[config.mk]
export PLATFORM = sky130hd
export DESIGN_NAME = rgb_capture
export DESIGN_NICKNAME = d
export VERILOG_FILES = /design/src/rtl/rgb_capture.sv
export SDC_FILE = /design/constraint.sdc
export NUM_CORES = 1
export LEC_CHECK = 0
export ABC_AREA = 1
export CORE_AREA = 4 4 87 89
export CTS_BUF_LIST = sky130_fd_sc_hd__clkbuf_16
export DETAILED_ROUTE_END_ITERATION = 8
export DIE_AREA = 0 0 91 93
export DONT_BUFFER_PORTS = 1
export PLACE_DENSITY_LB_ADDON = 0.2
export SYNTH_ARGS = -nofsm -noshare
export SYNTH_HDL_FRONTEND = slang
export SYNTH_SLANG_ARGS = --single-unit
[constraint.sdc]
create_clock -name clk -period 2 [get_ports clk]
set_input_delay 0.2 -clock clk [delete_from_list [all_inputs] [get_ports clk]]
set_output_delay 0.2 -clock clk [all_outputs]
set_load 0.005 [all_outputs]
[src/rtl/rgb_capture.sv]
module rgb_capture #(
  parameter int XW = 9,
  parameter int YW = 9
) (
  input  logic          clk,
  input  logic          rst_n,
  input  logic          pol_vs,
  input  logic          pol_hs,
  input  logic          pol_dot,
  input  logic          pol_de,
  input  logic [1:0]    bus_mode,
  input  logic          vsync_in,
  input  logic          hsync_in,
  input  logic          dotclk_in,
  input  logic          de_in,
  input  logic [17:0]   pix_bus,
  output logic          px_valid,
  output logic [17:0]   px_rgb,
  output logic [XW-1:0] px_col,
  output logic [YW-1:0] px_row,
  output logic          px_sol,
  output logic          px_sof,
  output logic          fp_pulse
);

  localparam logic [1:0] MODE_W16 = 2'b01;
  localparam logic [1:0] MODE_W6  = 2'b10;

  logic          dot_q, hs_q, vs_q, de_q;
  logic [1:0]    ph;
  logic [5:0]    r_hold, g_hold;
  logic [XW-1:0] col;
  logic [YW-1:0] row;
  logic [17:0]   rgb_now;

  wire dot_n  = dotclk_in ^ pol_dot;
  wire ev     = dot_n & ~dot_q;
  wire hs_a   = hsync_in ~^ pol_hs;
  wire vs_a   = vsync_in ~^ pol_vs;
  wire de_a   = de_in ~^ pol_de;
  wire hs_go  = hs_a & ~hs_q;
  wire vs_go  = vs_a & ~vs_q;
  wire de_end = de_q & ~de_a;
  wire six    = (bus_mode == MODE_W6);
  wire last   = !six || (ph == 2'd2);

  always_comb begin
    if (six)
      rgb_now = {r_hold, g_hold, pix_bus[17:12]};
    else if (bus_mode == MODE_W16)
      rgb_now = {pix_bus[17:13], pix_bus[17], pix_bus[11:6], pix_bus[5:1], pix_bus[5]};
    else
      rgb_now = pix_bus;
  end

  always_ff @(posedge clk) begin
    if (!rst_n) begin
      dot_q    <= 1'b1;
      hs_q     <= 1'b0;
      vs_q     <= 1'b0;
      de_q     <= 1'b0;
      ph       <= '0;
      r_hold   <= '0;
      g_hold   <= '0;
      col      <= '0;
      row      <= '0;
      px_valid <= 1'b0;
      px_rgb   <= '0;
      px_col   <= '0;
      px_row   <= '0;
      px_sol   <= 1'b0;
      px_sof   <= 1'b0;
      fp_pulse <= 1'b0;
    end else begin
      dot_q    <= dot_n;
      px_valid <= 1'b0;
      px_sol   <= 1'b0;
      px_sof   <= 1'b0;
      if (ev) begin
        hs_q     <= hs_a;
        vs_q     <= vs_a;
        de_q     <= de_a;
        fp_pulse <= de_end;
        if (vs_go)       row <= '0;
        else if (de_end) row <= row + 1'b1;
        if (hs_go) begin
          col <= '0;
          ph  <= '0;
        end else if (de_a) begin
          if (six && ph == 2'd0) r_hold <= pix_bus[17:12];
          if (six && ph == 2'd1) g_hold <= pix_bus[17:12];
          if (last) begin
            px_valid <= 1'b1;
            px_rgb   <= rgb_now;
            px_col   <= col;
            px_row   <= row;
            px_sol   <= (col == '0);
            px_sof   <= (col == '0) && (row == '0);
            col      <= col + 1'b1;
            ph       <= '0;
          end else begin
            ph <= ph + 1'b1;
          end
        end
      end
    end
  end

  AST_VALID_PULSE: assert property (@(posedge clk) disable iff (!rst_n)
    px_valid |=> !px_valid);
  AST_VALID_AFTER_EDGE: assert property (@(posedge clk) disable iff (!rst_n)
    px_valid |-> $past(ev));
  AST_PHASE_RANGE: assert property (@(posedge clk) disable iff (!rst_n)
    ph != 2'd3);
  AST_SOL_AT_COL0: assert property (@(posedge clk) disable iff (!rst_n)
    px_sol |-> (px_valid && px_col == '0));
  AST_SOF_WITH_SOL: assert property (@(posedge clk) disable iff (!rst_n)
    px_sof |-> (px_sol && px_row == '0));
  AST_FP_HOLD: assert property (@(posedge clk) disable iff (!rst_n)
    !ev |=> $stable(fp_pulse));

endmodule

==> flow_summary.json <==
{
  "synthFlopType": "dfxtp_1",
  "cp.arrival_ns": 1.98,
  "syn-cell-area_mm2": 0.00364,
  "drt_wl_total_um": 8690,
  "hold_depth": 2,
  "critical_path_class": "flip-flop to flip-flop",
  "rsz0062_at_grt": "false",
  "crit_path_end_kind": "flip-flop",
  "hold_viol": 0,
  "crit_required_ns": 2.27,
  "diodes": 0,
  "drc": 0,
  "grt_max_degree": 38,
  "io_buffer_count": 0,
  "dieArea_mm2": 0.00846,
  "area.sequential_mm2": 0.00152,
  "firstDrtPassIters": 5,
  "synth_fp_nets": 566,
  "status": "completed",
  "vias": 3281,
  "gp_congestion": 0.879,
  "power-per-cell-area_mw_per_mm2": 850,
  "startpoint": "ph[0]",
  "vias_per_cell": 5.37,
  "die_h_um": 93,
  "synthArstFlopShare": 0,
  "track_usage": 0.209,
  "fin_util": 0.586,
  "cts_tree": "built",
  "drive_gt1_frac": 0.0791,
  "p_leak_nw": 1.83,
  "maxCapViolCount": 0,
  "worstPathCellList": "inv_1, ha_1, nor2_4, inv_2, nand2_2, nor2_8, nand2_1, inv_2, nand2_1, nor2_1",
  "skew_ns": 0.00528,
  "worst_pin_slew_ns": 0.848,
  "grt_pass1_wl_um": 14300,
  "layout_common_cells": "nand2_1, nor2_1, dfxtp_1",
  "crit_fanout": 37,
  "clk_pin_slew_ns": 0.06,
  "cts_sinks": 76,
  "grt_pass1_vias": 3041,
  "cts_root_buf": "clkbuf_16",
  "fin_nets": 563,
  "io_pins": 70,
  "ant_nets": 0,
  "fill_cells": 657,
  "synth_seq_cells": 76,
  "synth-seq-area-share": 0.418,
  "critical_path.slowest_cell": "nor2_8",
  "cpPeakStageDelay_ns": 0.45,
  "synth_edf_count": 0,
  "avgSynthCellArea_um2": 6.88,
  "synthCells": 529,
  "multi_input_area_mm2": 0.00185,
  "fmax_ghz": 0.584,
  "post_cts_buffers": 0,
  "start_util": 0.538,
  "reg2regPathDepth": 10,
  "holdCritStartpoint": "rst_n",
  "setup_tns_ns": 0,
  "ys_types": 32,
  "critPathLaunchType": "flip-flop",
  "insertion_delay_ns": 0.33,
  "hold_path_class": "primary input to flip-flop",
  "yosys_warnings": 0,
  "cts_buffers": 9,
  "grt_antenna_before_repair": 0,
  "wl_per_cell_um": 14.2,
  "placementRows": 30,
  "grt_overflow": 0,
  "drtIter0Drc": 254,
  "post-route-period-util": 0.857,
  "relSlewSlack": 0.433,
  "period_needed_ns": 1.71,
  "vdd_drop_max_mv": 0.482,
  "ctsLongestPathBuffers": 2,
  "hpwl_um": 5700,
  "core_area_mm2": 0.00676,
  "layout_commonest_cell": "nand2_1",
  "setup_viol_count_final": 0,
  "r2r-start": "ph[0]",
  "h-tree-depth": 3,
  "syn_to_final_growth_pct": 8.81,
  "die_x_um": 91,
  "slew_violations": 0
}
==> cell usage after synthesis (all sizes together), types with 3 or more instances <==
library cell  count  area [µm²]
nand2           144         571
nor2            114         480
dfxtp            76        1520
o21ai            48         251
inv              40         150
nand3            39         205
a21oi            29         153
buf              11        85.1
clkbuf            8        31.3
ha                7        87.6
nand3b            4        42.5
a31oi             3        18.8
==> logic make-up after synthesis <==
kind of cell	after synthesis	share of synthesized area
buffers and inverters	59	0.0733
AND/OR/NAND/NOR	304	0.362
flip-flops	76	0.418
AO/OA/AOI/OAI	83	0.122
adder cells (fa/ha/maj)	7	0.0241
==> stage by stage <==
step	cells	instance area (µm²)	hold slack, ns	total power [mW]	worst slack [ns]
global placement	593	3640	0.277	1.80	0.260
detailed placement	593	3640	0.281	1.81	0.262
finish	611	3960	0.0145	3.36	0.286
CTS	611	3960	0.000518	3.41	0.261
floorplan	529	3640	0.364	1.78	0.595
global route	611	3960	0.00541	3.49	0.0779
==> area by class of cell <==
type,count,area share
multi-input cells,394,0.467
flip-flops and latches,76,0.384
repair buffers,5,0.0107
inverters,40,0.0379
clock inverters,7,0.0174
clock buffers,9,0.0569
well taps,80,0.0253
==> metal layers <==
layer / GRT usage / part of all wire / vias to the layer above
li1: - / - / 1680
met1: 0.241 / 0.42 / 1487
met2: 0.361 / 0.49 / 106
met3: 0.0772 / 0.082 / 8
met4: 0.0653 / 0.010 / 0
met5: 0 / 0 / -
==> final timing paths <==
check	end	slack, ns
hold reg to reg	g_hold[2]	0.46
setup reg to reg	px_sof	0.29
hold / removal	px_row[4]	0.01
setup / recovery	px_sof	0.29
==> worst max-delay path, delay by kind of cell (launching register included) <==
family	cells	cell delay, ns
DFF	1	0.32
adders and majority gates	1	0.20
buffers and inverters	3	0.23
and+or+nand+nor	6	0.91
==> timing repair <==
action                    CTS  global route
hold buffers                2             0
hold endpoints to repair   21             0
gates resized for setup     0             0
==> report_power, final <==
part	leakage, nW	switching (mW)	total [mW]	internal (mW)
Sequential	0.614	0.0192	1.56	1.54
Combinational	1.07	0.156	0.225	0.0688
Clock	0.141	0.618	1.58	0.960
Total	1.83	0.794	3.36	2.57
==> state kept, by name, summed over array words and instances, names as in the netlist, 2 cells and up <==
register	cells
px_col	9
g_hold	6
r_hold	6
px_rgb	18
px_row	9
row	9
col	9
ph	2
Power figures use the tool's default switching activity.
